<file path="config.mk">
export PLATFORM = sky130hd
export DESIGN_NAME = rxg_vector_dist
export DESIGN_NICKNAME = d
export VERILOG_FILES = /design/src/rtl/rxg_pkg.sv /design/src/rtl/rxg_clamp.sv /design/src/rtl/rxg_map.sv /design/src/rtl/rxg_seq.sv /design/src/rtl/rxg_fine.sv /design/src/rtl/rxg_vector_dist.sv
export SDC_FILE = /design/constraint.sdc
export NUM_CORES = 1
export LEC_CHECK = 0
export BUFFER_PORTS_ARGS = -buffer_cell sky130_fd_sc_hd__buf_2
export CAP_MARGIN = 10
export CORE_UTILIZATION = 51
export CTS_CLUSTER_DIAMETER = 150
export DETAILED_ROUTE_END_ITERATION = 6
export PLACE_DENSITY = 0.77
export SYNTH_ARGS = -nofsm -noshare
export SYNTH_HDL_FRONTEND = slang
export SYNTH_SLANG_ARGS = --single-unit
</file>
<file path="constraint.sdc">
create_clock -name clk -period 2.9 [get_ports clk]
set_input_delay 0.145 -clock clk [delete_from_list [all_inputs] [get_ports clk]]
set_output_delay 0.145 -clock clk [all_outputs]
set_load 0.005 [all_outputs]
</file>
<file path="src/rtl/rxg_pkg.sv">
package rxg_pkg;
   localparam int CODE_W   = 2;
   localparam int STEP_MAX = (1 << CODE_W) - 1;

   typedef logic [CODE_W-1:0] step_t;

   // Saturate a signed unit remainder into one stage's step range
   function automatic step_t sat_step(input int rem);
      if (rem <= 0)
         return step_t'(0);
      else if (rem >= STEP_MAX)
         return step_t'(STEP_MAX);
      else
         return step_t'(rem);
   endfunction
endpackage

</file>
<file path="src/rtl/rxg_clamp.sv">
module rxg_clamp #(
   parameter int IN_W  = 5,
   parameter int OUT_W = 4,
   parameter int MAXV  = 15
) (
   input  logic [IN_W-1:0]  din,
   output logic [OUT_W-1:0] dout
);
   localparam longint IN_TOP = (longint'(1) << IN_W) - 1;

   generate
      if (IN_TOP > MAXV) begin : g_cmp
         always_comb begin
            if (din > IN_W'(MAXV))
               dout = OUT_W'(MAXV);
            else
               dout = OUT_W'(din);
         end
      end else begin : g_pass
         assign dout = OUT_W'(din);
      end
   endgenerate
endmodule

</file>
<file path="src/rtl/rxg_map.sv">
module rxg_map
   import rxg_pkg::*;
#(
   parameter int NSTAGE = 5,
   parameter int UNIT_W = 4
) (
   input  logic [UNIT_W-1:0]        units,
   output logic [NSTAGE*CODE_W-1:0] codes
);
   generate
      for (genvar k = 0; k < NSTAGE; k++) begin : g_stage
         // Stages with a higher index are filled earlier
         localparam int BASE = STEP_MAX * (NSTAGE - 1 - k);
         always_comb begin
            codes[k*CODE_W +: CODE_W] = sat_step(int'(units) - BASE);
         end
      end
   endgenerate
endmodule

</file>
<file path="src/rtl/rxg_seq.sv">
module rxg_seq
   import rxg_pkg::*;
#(
   parameter int NSTAGE   = 5,
   parameter int UNIT_W   = 4,
   parameter int SETTLE_W = 8
) (
   input  logic                       clk,
   input  logic                       rst_n,
   input  logic                       req_valid,
   input  logic [UNIT_W-1:0]          req_units,
   input  logic [SETTLE_W-1:0]        settle_cycles,
   output logic [UNIT_W-1:0]          cand_units,
   input  logic [NSTAGE*CODE_W-1:0]   cand_codes,
   output logic [NSTAGE*CODE_W-1:0]   codes_q,
   output logic [NSTAGE-1:0]          cal_q,
   output logic                       busy_q
);
   logic [SETTLE_W-1:0] cnt_q;
   logic                pend_v_q;
   logic [UNIT_W-1:0]   pend_u_q;
   logic                fin;
   logic                apply_go;
   logic [NSTAGE-1:0]   chg;

   assign fin        = busy_q && (cnt_q == '0);
   assign apply_go   = (!busy_q && req_valid) || (fin && (req_valid || pend_v_q));
   assign cand_units = req_valid ? req_units : pend_u_q;

   generate
      for (genvar k = 0; k < NSTAGE; k++) begin : g_chg
         assign chg[k] = |(cand_codes[k*CODE_W +: CODE_W] ^ codes_q[k*CODE_W +: CODE_W]);
      end
   endgenerate

   always_ff @(posedge clk or negedge rst_n) begin
      if (!rst_n) begin
         codes_q  <= '0;
         cal_q    <= '0;
         busy_q   <= 1'b0;
         cnt_q    <= '0;
         pend_v_q <= 1'b0;
         pend_u_q <= '0;
      end else begin
         cal_q <= '0;
         if (apply_go) begin
            pend_v_q <= 1'b0;
            if (|chg) begin
               codes_q <= cand_codes;
               cal_q   <= chg;
               busy_q  <= 1'b1;
               cnt_q   <= settle_cycles;
            end else begin
               busy_q  <= 1'b0;
            end
         end else if (busy_q) begin
            if (fin)
               busy_q <= 1'b0;
            else
               cnt_q <= cnt_q - 1'b1;
            if (req_valid) begin
               pend_v_q <= 1'b1;
               pend_u_q <= req_units;
            end
         end
      end
   end
endmodule

</file>
<file path="src/rtl/rxg_fine.sv">
module rxg_fine #(
   parameter int FINE_W   = 4,
   parameter int FINE_MAX = 10,
   parameter int FINE_RST = 2
) (
   input  logic              clk,
   input  logic              rst_n,
   input  logic              we,
   input  logic [FINE_W-1:0] din,
   output logic [FINE_W-1:0] dout
);
   logic [FINE_W-1:0] lim;

   rxg_clamp #(.IN_W(FINE_W), .OUT_W(FINE_W), .MAXV(FINE_MAX)) u_lim (
      .din  (din),
      .dout (lim)
   );

   always_ff @(posedge clk or negedge rst_n) begin
      if (!rst_n)
         dout <= FINE_W'(FINE_RST);
      else if (we)
         dout <= lim;
   end
endmodule

</file>
<file path="src/rtl/rxg_vector_dist.sv">
module rxg_vector_dist
   import rxg_pkg::*;
#(
   parameter int NSTAGE   = 5,
   parameter int REQ_W    = 5,
   parameter int SETTLE_W = 8,
   parameter int FINE_W   = 4,
   parameter int FINE_MAX = 10,
   parameter int FINE_RST = 2
) (
   input  logic                      clk,
   input  logic                      rst_n,
   input  logic                      req_valid,
   input  logic [REQ_W-1:0]          req_units,
   input  logic [SETTLE_W-1:0]       settle_cycles,
   input  logic                      fine_we,
   input  logic [FINE_W-1:0]         fine_code,
   output logic [NSTAGE*CODE_W-1:0]  stage_code,
   output logic [NSTAGE-1:0]         stage_cal,
   output logic                      busy,
   output logic [FINE_W-1:0]         buf_fine
);
   localparam int UNIT_MAX = STEP_MAX * NSTAGE;
   localparam int UNIT_W   = $clog2(UNIT_MAX + 1);

   generate
      if (NSTAGE < 1 || NSTAGE > 8) begin : g_bad_nstage
         $error("NSTAGE out of range");
      end
      if (SETTLE_W < 1) begin : g_bad_settle
         $error("SETTLE_W must be positive");
      end
      if (FINE_MAX >= (1 << FINE_W) || FINE_RST > FINE_MAX) begin : g_bad_fine
         $error("fine code limits do not fit FINE_W");
      end
   endgenerate

   logic [UNIT_W-1:0]        req_lim;
   logic [UNIT_W-1:0]        cand_units;
   logic [NSTAGE*CODE_W-1:0] cand_codes;

   rxg_clamp #(.IN_W(REQ_W), .OUT_W(UNIT_W), .MAXV(UNIT_MAX)) u_clamp (
      .din  (req_units),
      .dout (req_lim)
   );

   rxg_map #(.NSTAGE(NSTAGE), .UNIT_W(UNIT_W)) u_map (
      .units (cand_units),
      .codes (cand_codes)
   );

   rxg_seq #(.NSTAGE(NSTAGE), .UNIT_W(UNIT_W), .SETTLE_W(SETTLE_W)) u_seq (
      .clk           (clk),
      .rst_n         (rst_n),
      .req_valid     (req_valid),
      .req_units     (req_lim),
      .settle_cycles (settle_cycles),
      .cand_units    (cand_units),
      .cand_codes    (cand_codes),
      .codes_q       (stage_code),
      .cal_q         (stage_cal),
      .busy_q        (busy)
   );

   rxg_fine #(.FINE_W(FINE_W), .FINE_MAX(FINE_MAX), .FINE_RST(FINE_RST)) u_fine (
      .clk   (clk),
      .rst_n (rst_n),
      .we    (fine_we),
      .din   (fine_code),
      .dout  (buf_fine)
   );
endmodule

</file>
## Yosys cells after proc, flatten, opt, wreduce, memory -nomap -nowiden

Index checks and enable logic that the tools add are counted.

| cells by class | value |
|---|---|
| add/sub/neg operators | 5 |
| order comparisons | 12 |
| equal/unequal tests | 2 |
| muxes and demuxes | 26 |
| bitwise operators | 6 |
| reductions and logical operators | 19 |

Operators with widths:

| kind | count |
|---|---|
| greater-or-equal comparator 32 x 3 -> 1 bit (second input constant) | 4 |
| <= comparator 32 x 1 -> 1 bit (second input constant) | 4 |
| two-way mux 8 bit | 4 |
| two-way mux 2 bit | 10 |
| two-way mux 4 bit | 3 |
| two-way mux 5 bit | 2 |
| OR reduction 10 bit | 1 |
| OR reduction 2 bit | 5 |
| subtractor 4 x 4 -> 5 bit (second input constant) | 2 |
| XOR 2 bit | 5 |
| logical NOT 8 bit | 1 |
| subtractor 8 x 1 -> 8 bit (second input constant) | 1 |
| two-way mux 1 bit | 7 |
| AND reduction 2 bit | 3 |
| greater-than comparator 5 x 4 -> 1 bit (second input constant) | 1 |
| subtractor 4 x 2 -> 5 bit (second input constant) | 1 |
| subtractor 4 x 3 -> 5 bit (second input constant) | 1 |
| greater-or-equal comparator 4 x 2 -> 1 bit (second input constant) | 1 |
| greater-than comparator 4 bit (second input constant) | 1 |
| <= comparator 4 x 1 -> 1 bit (second input constant) | 1 |
| inequality test 2 bit (second input constant) | 2 |
| nonzero test 2 bit | 2 |
| logical AND 1 bit | 3 |
| AND reduction 3 bit | 1 |
| 3 further kinds | 4 |

| storage, ports and cells | value |
|---|---|
| bits in registers | 33 |
| input port bits | 21 |
| output and inout port bits | 20 |

## Longest topological paths before layout

Gate-level depths: netlist (run 1).

| logic depth | value |
|---|---|
| word-level depth | 11 |
| mapped depth | 17 |

## Modules after synthesis

A second synthesis (run 1) with hierarchy kept.

| second synthesis, totals | value |
|---|---|
| cell total of the unflattened synthesis | 210 |
| area, all modules | 2,084.5 um^2 |

By module, submodules not included:

| module | instances | cells each | area each (um^2) | seq. area each (um^2) |
|---|---|---|---|---|
| rxg_seq | 1 | 138 | 1,502.7 | 725.7 |
| rxg_map | 1 | 55 | 377.9 | 0.0 |
| rxg_fine | 1 | 8 | 146.4 | 101.3 |
| rxg_clamp at u_fine.u_lim | 1 | 5 | 32.5 | 0.0 |
| rxg_clamp at u_clamp | 1 | 4 | 25.0 | 0.0 |

## Worst setup path before layout (run 1)

Ideal clock, no wire load.

| timing | value |
|---|---|
| kind | reg2reg |
| start point | register u_seq.pend_u_q[1] |
| end point | register u_seq.cnt_q[6] |
| library setup time | 118 ps |
| arrival | 3,107 ps |
| required time | 2,782 ps |
| slack | -325 ps |
| cell stages (with the launch flop) | 15 |
| path through | dfrtp_1 -> nor2b_1 -> or2_2 -> clkbuf_1 -> inv_1 -> ha_1 -> inv_1 -> o32ai_1 -> maj3_2 -> or4_1 -> nand4_1 -> and2_2 -> a31oi_1 -> a221o_1 -> a21o_1 |

| on the way | value |
|---|---|
| word-level cells in the longest chain between the ends | 9 |
| elaborated cells on any way between the ends | 33 |
| those cells by class | add/sub (4); order compare (10); eq/ne (1); mux (11); bitwise (5); reduce/logical (2) |

RTL lines:

| element | line | text |
|---|---|---|
| start, declared | rxg_seq.sv:21 | `logic [UNIT_W-1:0] pend_u_q;` |
| start signal, assigned | rxg_seq.sv:63 | `pend_u_q <= req_units;` |
| two-way mux 4 bit (*) | n/a |  |
| named net cand_units[1] | rxg_vector_dist.sv:39 | `logic [UNIT_W-1:0] cand_units;` |
| subtractor 4 x 2 -> 5 bit, or another cell as far along | rxg_map.sv:15 | `codes[k*CODE_W +: CODE_W] = sat_step(int'(units) - BASE);` |
| greater-or-equal comparator 32 x 3 -> 1 bit | rxg_pkg.sv:11 | `else if (rem >= STEP_MAX)` |
| two-way mux 2 bit | rxg_pkg.sv:11 |  |
| two-way mux 2 bit | rxg_pkg.sv:9 | `if (rem <= 0)` |
| XOR 2 bit | rxg_seq.sv:32 | `assign chg[k] = \|(cand_codes[k*CODE_W +: CODE_W] ^ codes_q[k*CODE_W +: CODE_W]);` |
| OR reduction 10 bit (*) | rxg_seq.sv:48 | `if (\|chg) begin` |
| inequality test 2 bit (no source line) (*) | n/a |  |
| AND reduction 3 bit (no source line) (*) | n/a |  |
| end signal, assigned | rxg_seq.sv:52 | `cnt_q <= settle_cycles;` |
| end signal, assigned | rxg_seq.sv:60 | `cnt_q <= cnt_q - 1'b1;` |
| end, declared | rxg_seq.sv:19 | `logic [SETTLE_W-1:0] cnt_q;` |

The timed path passes the listed nets; every way through them passes the cells marked *.
A chain may end at the register's enable or synchronous reset.

## Worst setup path in the final report (run 1)

| timing | value |
|---|---|
| start point | register u_seq.pend_u_q[1] |
| end point | register u_seq.cnt_q[6] |

| on the way | value |
|---|---|
| word-level cells in the longest chain between the ends | 9 |
| elaborated cells on any way between the ends | 33 |
| those cells by class | add/sub (4); order compare (10); eq/ne (1); mux (11); bitwise (5); reduce/logical (2) |

RTL lines:

| element | line |
|---|---|
| two-way mux 4 bit (*) | n/a |
| subtractor 4 x 2 -> 5 bit, or another cell as far along | rxg_map.sv:15 |
| greater-or-equal comparator 32 x 3 -> 1 bit | rxg_pkg.sv:11 |
| two-way mux 2 bit | rxg_pkg.sv:11 |
| two-way mux 2 bit | rxg_pkg.sv:9 |
| XOR 2 bit | rxg_seq.sv:32 |
| OR reduction 10 bit (*) | rxg_seq.sv:48 |
| inequality test 2 bit (no source line) (*) | n/a |
| AND reduction 3 bit (no source line) (*) | n/a |

Mark *: on every way between the ends. The rest lies on a longest branch, timed or not.

==> metrics.cfg, run 1 <==
[sta]
maxClockFrequency_mhz=320
finalCritPeriodShare_pct=108
hold_slack_ns=0.0766
finalHoldViolations=0
slew_headroom_pct=51.9
rsz0062_at_grt=true
setup_viol=18
finalMaxSlewViolations=0
fin_ws_ns=-0.225
post-route-min-period_ns=3.13
skew_ns=0.0146
worst_slew_pin_slew_ns=0.722

[cts]
ctsRootBufferMaster=clkbuf_8
cts_sinks=33
tritoncts=yes
cts_buffers=5
clkLatencyLatePin_ns=0.30
htree_levels=2
path_clk_slew_ns=0.07
max-clock-path-buffers=2

[synth]
synth_top_cell_area_share_pct=34.8
syn_area_um2=2300
avgSynthCellArea_um2=8.85
yosys_warnings=0
synth_top_area_cell=dfrtp_1
netlist_instances=260
synth_ff_type=dfrtp_1
ys_types=60
ys_seq_area_share_pct=35.9
yosys-top-cells-area=dfrtp_1 (35%), ha_1 (6.0%), nor2_1 (4.9%)
syn_nets=292
synth_edf_count=0
synth-seq-cells=33
synthArstFlopShare_pct=100

[detailed_routing]
ant_nets=0
routed_wirelength_um=6940
routed-via-count=2443
dr.pass1.iters=4
drt_iter0_markers=215
post_drt_wl_per_cell_um=16.9
viasPerCell=5.96
post-route-drc-count=0

[pwr]
power.density_nw_per_um2=726
peakVddDrop_v=0.000513
power.total_mw=2.42
p_leak_nw=1.51

[global_routing]
grt_pass1_wl_um=11400
gr-total-overflow=0
antenna_found_initial=0
first_global_vias=2332
grtUsageTotal_pct=29.9
grt_max_degree=34

[final_layout]
fillers=291
fin_util_pct=76.7
stdcell_count=410
post_route_cells_drive_above_1_share_pct=42.7
area_growth_pct=45.1
fin_nets=389
antennaDiodeCount=0

[status]
outcome=complete, but fails checks
violations=negative setup slack

[placed_design]
gp_congestion=0.951
place_inst=390
io_buffers=40
hpwl_um=4570

[floorplanning]
initial_core_util_pct=52.8
die_y_um=69.2
die_w_um=69.2
die-area_um2=4780
ios=41
coreArea_um2=4350
num_rows=24

[setup_path]
cp.arrival_ns=3.31
cp_max_fo=5
critical_path.slowest_cell=or4_1
crit_buf_inv=2
crit_path_max_incr_delay_ns=0.41
endpoint_kind=register
cp-start-kind=register
cpLargestDelayFamily=simple AND/OR/NAND/NOR gates
critical_path_class=reg -> reg
crit_chain=nor2b_4 > or2_4 > buf_12 > ha_4 > a211oi_1 > a311oi_1 > or4_1 > nand4_1 > and2_4 > a31oi_4 > buf_6 > a221o_1 > a21o_1
cp.required_ns=3.09

[worst_hold_path]
hold_path_class=in -> reg

[flow_run]
cap_viol_max_count=0

cell usage after synthesis (all sizes together), types with 3 or more instances:
cell and instances:
dfrtp 32, nor2 30, o21ai 23, nand2 19
inv 16, a21oi 13, ha 11, nor3 8
mux2 7, a221o 6, buf 6, nand2b 6
or2 6, a21o 5, nand3 5, a31oi 4
nor2b 4, o21a 4, xnor2 4, a211oi 3
and2 3, nor3b 3, nor4b 3, o211ai 3
cell usage in the layout (no fill, tap or decap), drive strengths merged, types with 5 or more instances in the layout:
| master | synthesis | layout |
|---|---|---|
| a221o | 6 | 6 |
| a21o | 5 | 5 |
| mux2 | 7 | 7 |
| dfrtp | 32 | 32 |
| nor3 | 8 | 8 |
| inv | 16 | 16 |
| nor2 | 30 | 30 |
| nand2b | 6 | 6 |
| or2 | 6 | 6 |
| clkbuf | 2 | 5 |
| o21ai | 23 | 23 |
| nand3 | 5 | 5 |
| buf | 6 | 97 |
| ha | 11 | 11 |
| a21oi | 13 | 13 |
| nand2 | 19 | 19 |
routing by layer:
layer / wire length, um / part of all wire [%] / vias to the layer above / GRT usage [%]
li1: - / - / 1146 / -
met1: 2890 / 42 / 1176 / 39.8
met2: 3470 / 50 / 101 / 47.6
met3: 410 / 5.9 / 20 / 7.12
met4: 171 / 2.5 / 0 / 10.7
met5: 0 / 0 / - / 0
registers in the layout, indices dropped and copies added, names as in the netlist:
signal and flops:
u_seq.cal_q 5, u_seq.busy_q 1, u_seq.codes_q 10, u_fine.dout 4
u_seq.cnt_q 8, u_seq.pend_v_q 1, u_seq.pend_u_q 4
repair_timing:
action	CTS	global route
buffers inserted	9	1
hold endpoints to repair	32	0
hold buffers	1	0
setup endpoints to repair	16	19
pin swaps	13	12
resized for setup	34	13
gates cloned	1	0
stage by stage:
| step | setup slack (ns) | TNS, ns | instance area, um^2 |
|---|---|---|---|
| finish | -0.225 | -2.31 | 3340 |
| global route | -0.319 | -4.29 | 3340 |
| CTS | -0.0703 | -0.542 | 3290 |
| detailed placement | -0.386 | -4.12 | 2910 |
| global placement | -0.265 | -2.57 | 2910 |
| floorplan | 0.00166 | 0 | 2360 |
path summary, 6_finish.rpt:
check	endpoint	from	depth (start not counted)	slack [ns]
setup reg to reg	u_seq.cnt_q[6]$_DFFE_PN0P_	u_seq.pend_u_q[1]$_DFFE_PN0P_	13	-0.23
setup / recovery	u_seq.cnt_q[6]$_DFFE_PN0P_	u_seq.pend_u_q[1]$_DFFE_PN0P_	13	-0.23
max in group asynchronous	u_seq.pend_u_q[3]$_DFFE_PN0P_	rst_n	2	1.98
min in group asynchronous	u_seq.codes_q[7]$_DFFE_PN0P_	rst_n	2	0.44
hold reg to reg	u_seq.pend_v_q$_DFFE_PN0P_	u_seq.pend_v_q$_DFFE_PN0P_	1	0.49
hold / removal	u_fine.dout[0]$_DFFE_PN0P_	fine_code[0]	3	0.08
worst register-to-register path, delay by kind of cell, from the launching register on:
family                   cells  cell delay (ns)
AO/OA/AOI/OAI                5             0.93
adder cells (fa/ha/maj)      1             0.22
buffers and inverters        2             0.30
flip-flops                   1             0.39
AND/OR/NAND/NOR              5             1.19
cells by family after synthesis:
family,synth area share (%)
multiplexers,3.43
XOR/XNOR,1.52
buffers and inverters,5.55
AO/OA/AOI/OAI,24.3
adder cells (fa/ha/maj),6.47
flip-flops,35.9
AND/OR/NAND/NOR,22.8
area by class of cell:
class | instances | area [um^2] | area share [%]
multi-input combinational | 203 | 1580 | 47.2
sequential | 33 | 827 | 24.8
timing repair buffer | 98 | 673 | 20.2
clock buffer | 5 | 68.8 | 2.06
clock inverter | 3 | 65.1 | 1.95
inverter | 16 | 65.1 | 1.95
tap | 52 | 65.1 | 1.95
power breakdown:
| group | switching (mW) | internal, mW | total (mW) |
|---|---|---|---|
| clock | 0.181 | 0.342 | 0.523 |
| combinational | 0.537 | 0.608 | 1.15 |
| sequential | 0.161 | 0.594 | 0.755 |
| total | 0.879 | 1.54 | 2.42 |
Note: power is estimated with default switching activity, not from simulation.
==> inputs of run 2 (changes only) <==
- PLACE_DENSITY: 0.77 -> unset
- PLACE_DENSITY_LB_ADDON: unset -> 0.05
==> metrics.cfg, run 2 (synthesis results as in run 1) <==
[status]
outcome=complete, but fails checks
violations=negative setup slack

[final_layout]
largest-register=u_seq.codes_q
area_growth_pct=40.2
largest_reg_flops=10
mostFrequentLayoutCells=buf_4 (46), buf_2 (41), dfrtp_1 (32)
antennaDiodeCount=0
fillers=326
stdcell_count=406
seq_area_um2=827
final_common_cell=buf_4
fin_nets=385
post_route_cells_drive_above_1_share_pct=41.5
multi_input_comb_area_um2=1550
reg_top3=u_seq.codes_q: 10 flops, u_seq.cnt_q: 8 flops, u_seq.cal_q: 5 flops

[pwr]
power.total_mw=2.20
peakVddDrop_v=0.000489
p_leak_nw=1.46
power.density_nw_per_um2=682

[sta]
worst_slew_pin_slew_ns=0.766
maxClockFrequency_mhz=332
rsz0062_at_grt=true
finalHoldViolations=0
finalMaxSlewViolations=0
skew_ns=0.00393
setup_viol=16
fin_ws_ns=-0.113
slew_headroom_pct=48.9
post-route-min-period_ns=3.01
finalCritPeriodShare_pct=104

[detailed_routing]
routed_wirelength_um=6410
ant_nets=0
dr.pass1.iters=4
post_drt_wl_per_cell_um=15.8
routed-via-count=2312
drt_iter0_markers=154
viasPerCell=5.69
post-route-drc-count=0

[cts]
ctsRootBufferMaster=clkbuf_8
path_clk_slew_ns=0.07
max-clock-path-buffers=2
cts_buffers=5
clkLatencyLatePin_ns=0.29
tritoncts=yes
cts_sinks=33
htree_levels=2

[global_routing]
first_global_vias=2177
gr-total-overflow=0
grt_pass1_wl_um=10300
grtUsageTotal_pct=26.7
grt_max_degree=34
antenna_found_initial=0

[floorplanning]
coreArea_um2=4350
ios=41
die-area_um2=4780
die_w_um=69.2
die_y_um=69.2
num_rows=24
initial_core_util_pct=52.8

[flow_run]
cap_viol_max_count=0

[placed_design]
io_buffers=40
place_inst=389
gp_congestion=0.880
hpwl_um=4610

[setup_path]
cp_max_fo=5
cp-start-kind=register
cp.required_ns=3.08
r2r_slack_ns=-0.11
endpoint_kind=register
critical_path_class=reg -> reg
cp.arrival_ns=3.19

[worst_hold_path]
hold_path_class=in -> reg

-- run 2: cell count changes in the layout (fill, tap and decap cells not counted), sizes merged --
cell      previous run  this run
buf                 97        93
clkinv               1         2
clkinvlp             0         1
bufinv               2         0
-- run 2: repair_timing --
action	4_1_cts	5_1_grt
hold buffers	1	0
buffers inserted	4	3
gates cloned	1	0
resized for setup	17	20
endpoints found under the setup margin	18	18
pin swaps	12	7
endpoints found under the hold margin	32	0
-- run 2: stage by stage --
step,worst slack [ns],setup TNS (ns),instance area [um^2],hold slack [ns],utilization [%]
floorplan,0.00166,0,2360,-0.151,-
global placement,-0.230,-2.66,2900,0.243,66.6
detailed placement,-0.305,-3.88,2900,0.259,66.6
CTS,-0.0906,-0.750,3120,0.0639,71.6
global route,-0.179,-2.48,3230,0.0893,74.1
finish,-0.113,-1.15,3230,0.0727,74.1
-- run 2: cell type report --
| cell class | instances | share of cell area (%) |
|---|---|---|
| Clock inverter | 3 | 0.543 |
| Sequential cell | 33 | 25.6 |
| Inverter | 16 | 1.94 |
| Clock buffer | 5 | 2.13 |
| Timing Repair Buffer | 94 | 19.7 |
| Multi-Input combinational cell | 203 | 48.0 |
| Tap cell | 52 | 2.02 |
-- run 2: where the power goes --
part	internal [mW]	switching (mW)	total, mW
Combinational	0.598	0.504	1.10
Sequential	0.594	0.160	0.754
Clock	0.166	0.179	0.345
-- run 2: final timing paths --
kind,to,cells past startpoint,start
setup / recovery,u_seq.cnt_q[6]$_DFFE_PN0P_,13,u_seq.pend_u_q[1]$_DFFE_PN0P_
hold / removal,u_fine.dout[1]$_DFFE_PN1P_,2,fine_we
max in group asynchronous,u_fine.dout[2]$_DFFE_PN0P_,2,rst_n
setup reg to reg,u_seq.cnt_q[6]$_DFFE_PN0P_,13,u_seq.pend_u_q[1]$_DFFE_PN0P_
hold reg to reg,u_seq.pend_v_q$_DFFE_PN0P_,1,u_seq.pend_v_q$_DFFE_PN0P_
min in group asynchronous,u_seq.codes_q[7]$_DFFE_PN0P_,2,rst_n
-- run 2: metal layers --
metal | vias up | track usage [%] | wire (um)
li1 | 1142 | - | -
met1 | 1102 | 37.0 | 3040
met2 | 59 | 43.8 | 3050
met3 | 9 | 3.63 | 223
met4 | 0 | 7.48 | 91
met5 | - | 0 | 0
-- run 2: critical path: stages (launching register included) --
cell and delay [ns]:
dfrtp_1 0.39, nor2b_4 0.13, or2_4 0.26, buf_12 0.13
ha_4 0.27, inv_2 0.04, a211oi_2 0.24, nand4_1 0.16
or3_1 0.34, nand4_1 0.12, and2_4 0.19, a31oi_4 0.13
a221o_1 0.33, a21o_1 0.16
